$ cat config.mk
export PLATFORM = sky130hd
export DESIGN_NAME = alu8_core
export DESIGN_NICKNAME = d
export VERILOG_FILES = /design/src/rtl/alu8_pkg.sv /design/src/rtl/alu8_arith.sv /design/src/rtl/alu8_logic.sv /design/src/rtl/alu8_zflag.sv /design/src/rtl/alu8_core.sv
export SDC_FILE = /design/constraint.sdc
export NUM_CORES = 1
export LEC_CHECK = 0
export BUFFER_PORTS_ARGS = -buffer_cell sky130_fd_sc_hd__buf_4
export CAP_MARGIN = 25
export CORE_ASPECT_RATIO = 1.2
export CORE_MARGIN = 8
export CORE_UTILIZATION = 50
export CTS_CLUSTER_DIAMETER = 50
export CTS_CLUSTER_SIZE = 25
export DETAILED_ROUTE_END_ITERATION = 10
export PLACE_DENSITY_LB_ADDON = 0.12
export SLEW_MARGIN = 40
export SYNTH_ARGS = -nofsm -noshare
export SYNTH_HDL_FRONTEND = slang
export SYNTH_SLANG_ARGS = --single-unit
$ cat constraint.sdc
create_clock -name clk -period 9.2 [get_ports clk]
set_input_delay 1.84 -clock clk [delete_from_list [all_inputs] [get_ports clk]]
set_output_delay 1.84 -clock clk [all_outputs]
set_load 0.03 [all_outputs]
$ cat src/rtl/alu8_pkg.sv
package alu8_pkg;
   typedef enum logic [2:0] {
      FN_ADD = 3'b000,
      FN_SUB = 3'b001,
      FN_INC = 3'b010,
      FN_DEC = 3'b011,
      FN_SHL = 3'b100,
      FN_SHR = 3'b101,
      FN_AND = 3'b110,
      FN_MOV = 3'b111
   } alu_fn_e;

   localparam logic [1:0] CLASS_ALU = 2'b11;
   localparam logic [2:0] DST_NONE  = 3'b111;
endpackage

$ cat src/rtl/alu8_arith.sv
module alu8_arith
   import alu8_pkg::*;
#(
   parameter int W      = 8,
   parameter bit SHARED = 1'b1
) (
   input  alu_fn_e        fn,
   input  logic [W-1:0]   src,
   input  logic [W-1:0]   acc,
   output logic [W-1:0]   res
);
   generate
      if (SHARED) begin : g_shared
         // One adder; the second operand and carry-in are steered per function.
         logic [W-1:0] opb;
         logic [W-1:0] cin;
         always_comb begin
            unique case (fn)
               FN_SUB:  begin opb = ~acc; cin = W'(1); end
               FN_INC:  begin opb = '0;   cin = W'(1); end
               FN_DEC:  begin opb = '1;   cin = '0;    end
               default: begin opb = acc;  cin = '0;    end
            endcase
         end
         assign res = src + opb + cin;
      end else begin : g_split
         // Four adders run in parallel and a mux picks one result.
         logic [W-1:0] r_add, r_sub, r_inc, r_dec;
         assign r_add = src + acc;
         assign r_sub = src - acc;
         assign r_inc = src + W'(1);
         assign r_dec = src - W'(1);
         always_comb begin
            unique case (fn)
               FN_SUB:  res = r_sub;
               FN_INC:  res = r_inc;
               FN_DEC:  res = r_dec;
               default: res = r_add;
            endcase
         end
      end
   endgenerate
endmodule

$ cat src/rtl/alu8_logic.sv
module alu8_logic
   import alu8_pkg::*;
#(
   parameter int W = 8
) (
   input  alu_fn_e        fn,
   input  logic [W-1:0]   src,
   input  logic [W-1:0]   acc,
   output logic [W-1:0]   res
);
   always_comb begin
      unique case (fn)
         FN_SHL:  res = {src[W-2:0], 1'b0};
         FN_SHR:  res = {1'b0, src[W-1:1]};
         FN_AND:  res = src & acc;
         default: res = src;
      endcase
   end
endmodule

$ cat src/rtl/alu8_zflag.sv
module alu8_zflag (
   input  logic clk,
   input  logic rst_n,
   input  logic upd_en,
   input  logic upd_val,
   input  logic rstr_en,
   input  logic rstr_val,
   output logic zf
);
   always_ff @(posedge clk or negedge rst_n) begin
      if (!rst_n)       zf <= 1'b0;
      else if (rstr_en) zf <= rstr_val;
      else if (upd_en)  zf <= upd_val;
   end

   assert_restore_R10: assert property (@(posedge clk) disable iff (!rst_n)
      rstr_en |=> (zf == $past(rstr_val)));

   assert_hold_R9: assert property (@(posedge clk) disable iff (!rst_n)
      (!upd_en && !rstr_en) |=> $stable(zf));
endmodule

$ cat src/rtl/alu8_core.sv
module alu8_core
   import alu8_pkg::*;
#(
   parameter int DATA_W       = 8,
   parameter int INSTR_W      = 11,
   parameter int FN_LSB       = 6,
   parameter int DST_LSB      = 3,
   parameter int CLASS_LSB    = 9,
   parameter bit SHARED_ADDER = 1'b1
) (
   input  logic               clk,
   input  logic               rst_n,
   input  logic [INSTR_W-1:0] instr_i,
   input  logic [DATA_W-1:0]  src_i,
   input  logic [DATA_W-1:0]  acc_i,
   output logic [DATA_W-1:0]  result_o,
   output logic               wr_en_o,
   output logic               zf_o,
   input  logic               zf_restore_i,
   input  logic               zf_restore_val_i
);
   localparam int FN_W  = 3;
   localparam int CLS_W = 2;

   generate
      if (DATA_W < 2)
         $error("alu8_core: DATA_W must be at least 2");
      if (CLASS_LSB + CLS_W > INSTR_W || FN_LSB + FN_W > INSTR_W || DST_LSB + FN_W > INSTR_W)
         $error("alu8_core: instruction fields exceed INSTR_W");
   endgenerate

   alu_fn_e            fn;
   logic [FN_W-1:0]    dst;
   logic               alu_class, is_cmp;
   logic [DATA_W-1:0]  arith_res, logic_res;

   assign fn        = alu_fn_e'(instr_i[FN_LSB +: FN_W]);
   assign dst       = instr_i[DST_LSB +: FN_W];
   assign alu_class = (instr_i[CLASS_LSB +: CLS_W] == CLASS_ALU);
   assign is_cmp    = alu_class && (fn == FN_SUB) && (dst == DST_NONE);
   assign wr_en_o   = alu_class && !is_cmp;

   alu8_arith #(.W(DATA_W), .SHARED(SHARED_ADDER)) u_arith (
      .fn(fn), .src(src_i), .acc(acc_i), .res(arith_res));

   alu8_logic #(.W(DATA_W)) u_logic (
      .fn(fn), .src(src_i), .acc(acc_i), .res(logic_res));

   // Bit 2 of the function code splits the adder group from the shift/logic group.
   assign result_o = fn[2] ? logic_res : arith_res;

   alu8_zflag u_zflag (
      .clk(clk), .rst_n(rst_n),
      .upd_en(alu_class), .upd_val(result_o == '0),
      .rstr_en(zf_restore_i), .rstr_val(zf_restore_val_i),
      .zf(zf_o));

   logic [DATA_W-1:0] sub_back;
   assign sub_back = result_o + acc_i;

   assert_sub_wrap_R2: assert property (@(posedge clk) disable iff (!rst_n)
      (fn == FN_SUB) |-> (sub_back == src_i));

   assert_zf_tracks_R7: assert property (@(posedge clk) disable iff (!rst_n)
      (alu_class && !zf_restore_i) |=> (zf_o == ($past(result_o) == '0)));

   assert_cmp_equal_R8: assert property (@(posedge clk) disable iff (!rst_n)
      (is_cmp && !zf_restore_i) |=> (zf_o == ($past(src_i) == $past(acc_i))));

   assert_nonalu_nowrite_R9: assert property (@(posedge clk) disable iff (!rst_n)
      (instr_i[CLASS_LSB +: CLS_W] != CLASS_ALU) |-> !wr_en_o);
endmodule

==> impl_metrics.py, run 1 <==
metrics = {
    "global_route": {
        "grt_max_degree": 22,
        "grt_overflow": 0,
        "antenna_found_initial": 0,
        "grt_usage": 0.151,
        "grt_pass1_vias": 981,
        "grt_first_pass_wirelength_mm": 4.29,
    },
    "detailed_routing": {
        "avgRoutedWirePerCell_um": 16.0,
        "drt-total-wl_mm": 2.61,
        "drc": 0,
        "drt_iter0_drc": 20,
        "viasPerCell": 6.14,
        "postRouteAntennaNets": 0,
        "dr_total_vias": 1001,
        "firstDrtPassIters": 4,
    },
    "logic_synthesis": {
        "netlist_area_um2": 890,
        "synth_xor_area_frac": 0.0295,
        "synth.distinct_cells": 49,
        "ys.flop_type": "dfrtp_1",
        "synth-simple-area-share": 0.200,
        "synth_compound_area_frac": 0.442,
        "avgSynthCellArea_um2": 7.54,
        "syn_nets": 157,
        "synth-async-reset-ratio": 1.00,
        "ys_seq_elements": 1,
        "synth_edf_count": 0,
        "ys_seq_area_frac": 0.0281,
        "synth_top_area_cell": "ha_1",
        "synth_top_area_share": 0.0844,
        "synth_top_family_by_area": "compound AO/OA/AOI/OAI gates",
        "yosysWarnings": 0,
        "synth.area.top_cells": "ha_1 (8.4%), a21oi_1 (7.9%), mux2i_1 (6.8%)",
        "synth_cells": 118,
        "synth-adder-area-share": 0.129,
        "synthMuxAreaShare": 0.0802,
    },
    "worst_hold_path": {
        "hp-class": "register to register",
    },
    "sta": {
        "timing.fmax_ghz": 0.154,
        "fin_crit_ns": 6.50,
        "hold_viol": 0,
        "setup_slack_ns": 2.70,
        "final-setup-viol-count": 0,
        "drv_slew": 0,
        "hold_slack_ns": 0.621,
        "rsz0062_at_grt": "false",
        "setup-tns-final_ns": 0,
        "tightest_slew_ns": 0.709,
        "fin_skew_ns": 0,
        "slew-limit-headroom": 0.527,
        "finalCritPeriodShare": 0.707,
    },
    "final_layout": {
        "layout.filler_cells": 152,
        "regMostFlops": "u_zflag.zf",
        "drive_gt1_frac": 0.324,
        "diodes": 0,
        "area_growth_pct": 27.1,
        "reg.largest.list": "u_zflag.zf: 1 flops",
        "largest_reg_flops": 1,
        "nets": 186,
    },
    "power_and_ir_drop": {
        "p_per_area_nw_per_um2": 82.2,
        "power.leakage_nw": 0.526,
        "finalPower_mw": 0.0930,
        "ir_worst_vdd_v": 0.0000483,
    },
    "setup_path": {
        "path_class": "input pin to output port",
        "crit_fanout": 21,
        "crit_required_ns": 7.36,
        "path_buf_inv": 3,
        "endpoint_kind": "output port",
        "start_kind": "input pin",
        "arrival_ns": 4.66,
        "worstPathCellList": "buf_4, nor2b_1, a21oi_1, o22ai_1, fa_1, inv_1, fa_1, a211oi_1, o21bai_1, o211ai_1, buf_4",
        "path_delay_family": "compound AO/OA/AOI/OAI gates",
        "critPathSlowestCell": "nor2b_1",
        "critical-path-max-stage-delay_ns": 0.57,
    },
    "cts": {
        "insertion_delay_ns": 0,
        "cts_setup_buffers": 0,
        "clk_pin_slew_ns": 0,
        "cts_hold_buf": 0,
        "cts_resized": 0,
    },
    "placement": {
        "post-place-ws_ns": 2.71,
        "gp_congestion": 0.842,
        "dp_hpwl_mm": 2.13,
        "io_buffers": 37,
    },
    "die": {
        "dieHeight_um": 62.2,
        "ios": 41,
        "core_um2": 1660,
        "initial_core_util": 0.535,
        "die_w_um": 54.5,
        "dieArea_um2": 3390,
        "fp-row-count": 16,
    },
    "status": {
        "status": "complete, no violations",
    },
    "run": {
        "maxCapViolations": 0,
    },
}
## layout by cell type (no fill, tap or decap), types with 2 or more instances in the layout
cell type   n
o21ai_0     5
xnor2_1     2
o211a_1     2
buf_4      37
a211oi_2    2
a211oi_1    2
nand2_1     5
o22ai_1     2
fa_1        2
nor2b_1     4
and3_1      3
o21ai_1     2
nor2_1      6
o22a_1      6
nand2b_1    2
o31a_1      2
mux2i_1     6
a21oi_1    14
o211ai_1    5
inv_1       5
ha_1        6
## routing by layer
layer  vias to the layer above  GRT usage  part of all wire
met4                         0     0.0154            0.0034
met1                       459      0.189              0.43
li1                        510          -                 -
met2                        30      0.269              0.50
met3                         2     0.0119             0.073
met5                         -          0                 0
## cell families (layout without fill, tap and decap cells)
family,after synthesis,in the layout
xor gates and xnor gates,3,3
AOI/OAI and AO/OA,53,53
buffers and inverters,16,43
and+or+nand+nor,30,30
DFF,1,1
adders and majority gates,8,8
muxes,7,7
## metrics by stage
step                instance area, um2  std cells   util
CTS                               1130        163  0.681
global placement                  1130        163  0.681
finish                            1130        163  0.681
floorplan                          890        118      -
global route                      1130        163  0.681
detailed placement                1130        163  0.681
## cell usage after synthesis (2+ instances only)
| cell | n |
|---|---|
| a211oi_1 | 2 |
| a211oi_2 | 2 |
| a21oi_1 | 14 |
| and3_1 | 3 |
| buf_2 | 5 |
| buf_6 | 2 |
| clkbuf_1 | 2 |
| fa_1 | 2 |
| ha_1 | 6 |
| inv_1 | 5 |
| mux2i_1 | 6 |
| nand2_1 | 5 |
| nand2b_1 | 2 |
| nor2_1 | 6 |
| nor2b_1 | 4 |
| o211a_1 | 2 |
| o211ai_1 | 5 |
| o21ai_0 | 5 |
| o21ai_1 | 2 |
| o22a_1 | 6 |
| o22ai_1 | 2 |
| o31a_1 | 2 |
| xnor2_1 | 2 |
## worst reg2reg max path, cell delays in order (launching register included)
cell and delay, ns:
dfrtp_1 0.35, nand2_1 0.06, nor2_1 0.04, a21oi_1 0.10, o21ai_1 0.08
## power by group
group	switching, mW	internal (mW)	total (mW)	leakage (nW)
clock network	0	0	0	0
logic	0.0495	0.0384	0.0879	0.514
registers	0.000187	0.00486	0.00505	0.0124
## area by class of cell
cell class              count  area (um2)  share of cell area
inverters                   6        22.5              0.0199
well taps                  18        22.5              0.0199
multi-input cells         101         783               0.692
flip-flops and latches      1        25.0              0.0221
repair buffers             37         278               0.246
## final timing paths
kind | start | to | slack (ns) | cells after the start
worst max-delay path | instr_i[6] | result_o[6] | 2.70 | 11
worst min-delay path | u_zflag.zf | u_zflag.zf | 0.62 | 4
worst max register to register | u_zflag.zf | u_zflag.zf | 8.44 | 4
worst min register to register | u_zflag.zf | u_zflag.zf | 0.62 | 4
max in group asynchronous | rst_n | u_zflag.zf | 7.50 | 1
min in group asynchronous | rst_n | u_zflag.zf | 1.62 | 1
No activity file was read; power rests on OpenSTA's default activity.
==> run 2: changes to the inputs <==
--- a/config.mk
+++ b/config.mk
@@ -9,7 +9,7 @@
 export CAP_MARGIN = 25
 export CORE_ASPECT_RATIO = 1.2
 export CORE_MARGIN = 8
-export CORE_UTILIZATION = 50
+export CORE_UTILIZATION = 47
 export CTS_CLUSTER_DIAMETER = 50
 export CTS_CLUSTER_SIZE = 25
 export DETAILED_ROUTE_END_ITERATION = 10
==> constraint.sdc (replaced) <==
create_clock -name clk -period 6.05 [get_ports clk]
set_input_delay 1.21 -clock clk [delete_from_list [all_inputs] [get_ports clk]]
set_output_delay 1.21 -clock clk [all_outputs]
set_load 0.03 [all_outputs]
==> impl_metrics.py, run 2 (same netlist as run 1, synthesis figures left out) <==
metrics = {
    "status": {
        "status": "complete, no violations",
    },
    "detailed_routing": {
        "firstDrtPassIters": 4,
        "viasPerCell": 6.13,
        "drt_iter0_drc": 26,
        "drt-total-wl_mm": 2.64,
        "postRouteAntennaNets": 0,
        "drc": 0,
        "avgRoutedWirePerCell_um": 16.0,
        "dr_total_vias": 1011,
    },
    "global_route": {
        "grt_overflow": 0,
        "grt_pass1_vias": 999,
        "antenna_found_initial": 0,
        "grt_usage": 0.139,
        "grt_first_pass_wirelength_mm": 4.47,
        "grt_max_degree": 22,
    },
    "run": {
        "maxCapViolations": 0,
    },
    "final_layout": {
        "mostFrequentLayoutCells": "buf_4 (38), a21oi_1 (14)",
        "largest_reg_flops": 1,
        "area_growth_pct": 28.1,
        "final_common_cell": "buf_4",
        "register_area_um2": 25.0,
        "drive_gt1_frac": 0.329,
        "nets": 187,
        "multiInputGateArea_um2": 783,
        "diodes": 0,
        "reg.largest.list": "u_zflag.zf: 1 flops",
        "layout.filler_cells": 185,
        "regMostFlops": "u_zflag.zf",
    },
    "die": {
        "ios": 41,
        "dieArea_um2": 3550,
        "core_um2": 1810,
        "fp-row-count": 17,
        "initial_core_util": 0.492,
        "die_w_um": 55.7,
        "dieHeight_um": 63.7,
    },
    "sta": {
        "slew-limit-headroom": 0.556,
        "fin_skew_ns": 0,
        "hold_viol": 0,
        "final-setup-viol-count": 0,
        "setup-tns-final_ns": 0,
        "tightest_slew_ns": 0.664,
        "drv_slew": 0,
        "fin_crit_ns": 5.26,
        "timing.fmax_ghz": 0.190,
        "finalCritPeriodShare": 0.869,
        "rsz0062_at_grt": "false",
        "hold_slack_ns": 0.599,
    },
    "worst_hold_path": {
        "min_to": "u_zflag.zf",
        "hp-class": "register to register",
        "whs_path_depth": 4,
        "hold_start": "u_zflag.zf",
    },
    "setup_path": {
        "arrival_ns": 4.05,
        "crit_fanout": 21,
        "r2r-start": "u_zflag.zf",
        "reg2reg_slack_ns": 5.29,
        "start_kind": "input pin",
        "path_class": "input pin to output port",
        "r2r-end": "u_zflag.zf",
        "crit_required_ns": 4.84,
        "endpoint_kind": "output port",
        "reg2reg_depth": 4,
    },
    "power_and_ir_drop": {
        "p_per_area_nw_per_um2": 125,
        "ir_worst_vdd_v": 0.0000707,
        "finalPower_mw": 0.143,
        "power.leakage_nw": 0.531,
    },
    "placement": {
        "io_buffers": 37,
        "dp_hpwl_mm": 2.14,
        "gp_congestion": 0.781,
    },
    "cts": {
        "cts_setup_buffers": 0,
        "cts_resized": 0,
        "insertion_delay_ns": 0,
        "clk_pin_slew_ns": 0,
        "cts_hold_buf": 0,
    },
}
[run 2: cell count changes in the layout (fill, tap and decap cells not counted)]
cell   change
buf_4      +1
[run 2: per-layer routing]
layer / GRT usage / up-vias / wire length (um)
met5: 0 / - / 0
met4: 0.00309 / 0 / 0
met3: 0.0341 / 0 / 210
met2: 0.246 / 33 / 1240
met1: 0.171 / 467 / 1190
li1: - / 511 / -
[run 2: layout make-up]
type,instances,share of cell area
inverter,6,0.0198
tap,19,0.0209
multi-input combinational,101,0.687
sequential,1,0.0220
timing repair buffer,38,0.250
[run 2: worst max path at each step]
| stage | startpoint | end | slack, ns |
|---|---|---|---|
| after detailed placement | instr_i[6] | result_o[6] | 0.83 |
| final | instr_i[6] | result_o[6] | 0.79 |
| after CTS | instr_i[6] | result_o[6] | 0.80 |
| after global routing | instr_i[6] | result_o[6] | 0.55 |
| after global placement | instr_i[6] | result_o[6] | 0.85 |
| after floorplan | instr_i[7] | result_o[6] | 1.23 |
[run 2: report_power, final]
group / internal (mW) / leakage [nW] / switching (mW) / total [mW]
Clock: 0 / 0 / 0 / 0
Sequential: 0.00739 / 0.0124 / 0.000257 / 0.00765
Combinational: 0.0589 / 0.519 / 0.0761 / 0.135
Total: 0.0663 / 0.531 / 0.0763 / 0.143
[run 2: critical path, stage by stage]
cell and delay, ns:
buf_4 0.23, nor2b_1 0.59, a21oi_1 0.15, o22ai_1 0.20, fa_1 0.22, inv_1 0.06, fa_1 0.41, a211oi_1 0.36
o21bai_1 0.17, o211ai_1 0.24, buf_4 0.20
[run 2: metrics by stage]
| step | cells | setup slack (ns) | instance area [um2] | util |
|---|---|---|---|---|
| final | 165 | 0.791 | 1140 | 0.630 |
| after global routing | 165 | 0.549 | 1140 | 0.630 |
| after CTS | 165 | 0.805 | 1140 | 0.630 |
| after detailed placement | 165 | 0.826 | 1140 | 0.630 |
| after global placement | 165 | 0.850 | 1140 | 0.630 |
| after floorplan | 118 | 1.23 | 890 | - |
==> run 3: changes to the inputs <==
--- a/config.mk
+++ b/config.mk
@@ -14,6 +14,7 @@
 export CTS_CLUSTER_SIZE = 25
 export DETAILED_ROUTE_END_ITERATION = 10
 export PLACE_DENSITY_LB_ADDON = 0.12
+export RECOVER_POWER = 50
 export SLEW_MARGIN = 40
 export SYNTH_ARGS = -nofsm -noshare
 export SYNTH_HDL_FRONTEND = slang
==> impl_metrics.py, run 3 (same netlist as run 1, synthesis figures left out) <==
metrics = {
    "status": {
        "status": "complete, no violations",
    },
    "detailed_routing": {
        "dr_total_vias": 1007,
        "avgRoutedWirePerCell_um": 16.0,
        "firstDrtPassIters": 4,
        "wl_met3_um": 204,
        "drc": 0,
        "postRouteAntennaNets": 0,
        "drt_iter0_drc": 26,
        "drt-total-wl_mm": 2.65,
        "met1_length_mm": 1.20,
        "top_layer": "met3",
        "route.met2.wl_mm": 1.24,
        "viasPerCell": 6.10,
    },
    "placement": {
        "dp_hpwl_mm": 2.14,
        "gp_congestion": 0.781,
        "dp_cells": 165,
        "post-place-ws_ns": 0.826,
        "io_buffers": 37,
        "dpl_cell_area_um2": 1140,
    },
    "setup_path": {
        "critical-path-max-stage-delay_ns": 0.60,
        "start_kind": "input pin",
        "reg2reg_slack_ns": 5.28,
        "r2r-end": "u_zflag.zf",
        "critPathSlowestCell": "nor2b_1",
        "r2r-start": "u_zflag.zf",
        "crit_required_ns": 4.84,
        "arrival_ns": 4.06,
        "reg2reg_depth": 4,
        "path_class": "input pin to output port",
        "worstPathCellList": "buf_4, nor2b_1, a21oi_1, o22ai_1, fa_1, inv_1, fa_1, a211oi_1, o21bai_1, o211ai_1, buf_4",
        "endpoint_kind": "output port",
        "crit_fanout": 21,
    },
    "final_layout": {
        "regMostFlops": "u_zflag.zf",
        "largest_reg_flops": 1,
        "final_cell_area_um2": 1130,
        "area_growth_pct": 26.9,
        "diodes": 0,
        "stdcell_count": 165,
        "final_common_cell": "buf_4",
        "mostFrequentLayoutCells": "buf_4 (34), a21oi_1 (14)",
        "drive_gt1_frac": 0.308,
        "reg.largest.list": "u_zflag.zf: 1 flops",
        "nets": 187,
    },
    "worst_hold_path": {
        "min_to": "u_zflag.zf",
        "hp-class": "register to register",
        "whs_path_depth": 4,
        "hold_start": "u_zflag.zf",
    },
    "global_route": {
        "grt_pass1_vias": 999,
        "antenna_found_initial": 0,
        "grt_max_degree": 22,
        "grt_overflow": 0,
        "grt_first_pass_wirelength_mm": 4.47,
        "grt_usage": 0.139,
    },
    "sta": {
        "fin_crit_ns": 5.27,
        "finalCritPeriodShare": 0.871,
        "slew-limit-headroom": 0.549,
        "tightest_slew_ns": 0.675,
        "hold_viol": 0,
        "setup-tns-final_ns": 0,
        "final-setup-viol-count": 0,
        "fin_skew_ns": 0,
        "setup_slack_ns": 0.783,
        "timing.fmax_ghz": 0.190,
        "rsz0062_at_grt": "false",
        "drv_slew": 0,
    },
    "die": {
        "dieArea_um2": 3550,
        "die_w_um": 55.7,
        "dieHeight_um": 63.7,
        "initial_core_util": 0.492,
        "core_um2": 1810,
        "fp-row-count": 17,
        "ios": 41,
    },
    "power_and_ir_drop": {
        "ir_worst_vdd_v": 0.0000696,
        "power.leakage_nw": 0.520,
        "p_per_area_nw_per_um2": 124,
    },
    "cts": {
        "cts_resized": 0,
        "cts_setup_buffers": 0,
        "cts_hold_buf": 0,
        "insertion_delay_ns": 0,
        "clk_pin_slew_ns": 0,
    },
    "run": {
        "maxCapViolations": 0,
    },
}
==> run 3: changes by cell type in the layout (fill, tap and decap cells not counted), sizes merged <==
cell    previous run  this run
clkbuf             0         4
buf               38        34
==> run 3: layout make-up <==
class                   count  area [um2]
flip-flops and latches      1        25.0
well taps                  19        23.8
repair buffers             38         274
multi-input cells         101         783
inverters                   6        22.5
fillers                   185         679
==> run 3: routing by layer <==
metal | vias up | global-route usage
li1 | 511 | -
met1 | 467 | 0.171
met2 | 29 | 0.246
met3 | 0 | 0.0341
met4 | 0 | 0.00309
met5 | - | 0
==> run 3: worst max path at each step <==
stage | to | startpoint
after detailed placement | result_o[6] | instr_i[6]
final | result_o[6] | instr_i[6]
after global routing | result_o[6] | instr_i[6]
after global placement | result_o[6] | instr_i[6]
after floorplan | result_o[6] | instr_i[7]
after CTS | result_o[6] | instr_i[6]
==> run 3: metrics by stage <==
stage	util	total power [mW]	hold WS [ns]
6_report	0.624	0.140	0.592
3_5_place_dp	0.630	0.142	0.604
5_1_grt	0.624	0.154	0.674
3_3_place_gp	0.630	0.140	0.594
4_1_cts	0.630	0.143	0.605
2_1_floorplan	-	0.0984	0.770
==> run 3: power breakdown <==
part	internal (mW)	switching, mW	total [mW]	leakage [nW]
Clock	0	0	0	0
Sequential	0.00739	0.000249	0.00764	0.0124
Combinational	0.0567	0.0760	0.133	0.508
Total	0.0641	0.0762	0.140	0.520
==> run 3: worst max-delay path, delay by kind of cell <==
family,cells,cell delay [ns]
buffers and inverters,3,0.49
and+or+nand+nor,1,0.60
AOI/OAI and AO/OA,5,1.12
adders and majority gates,2,0.63
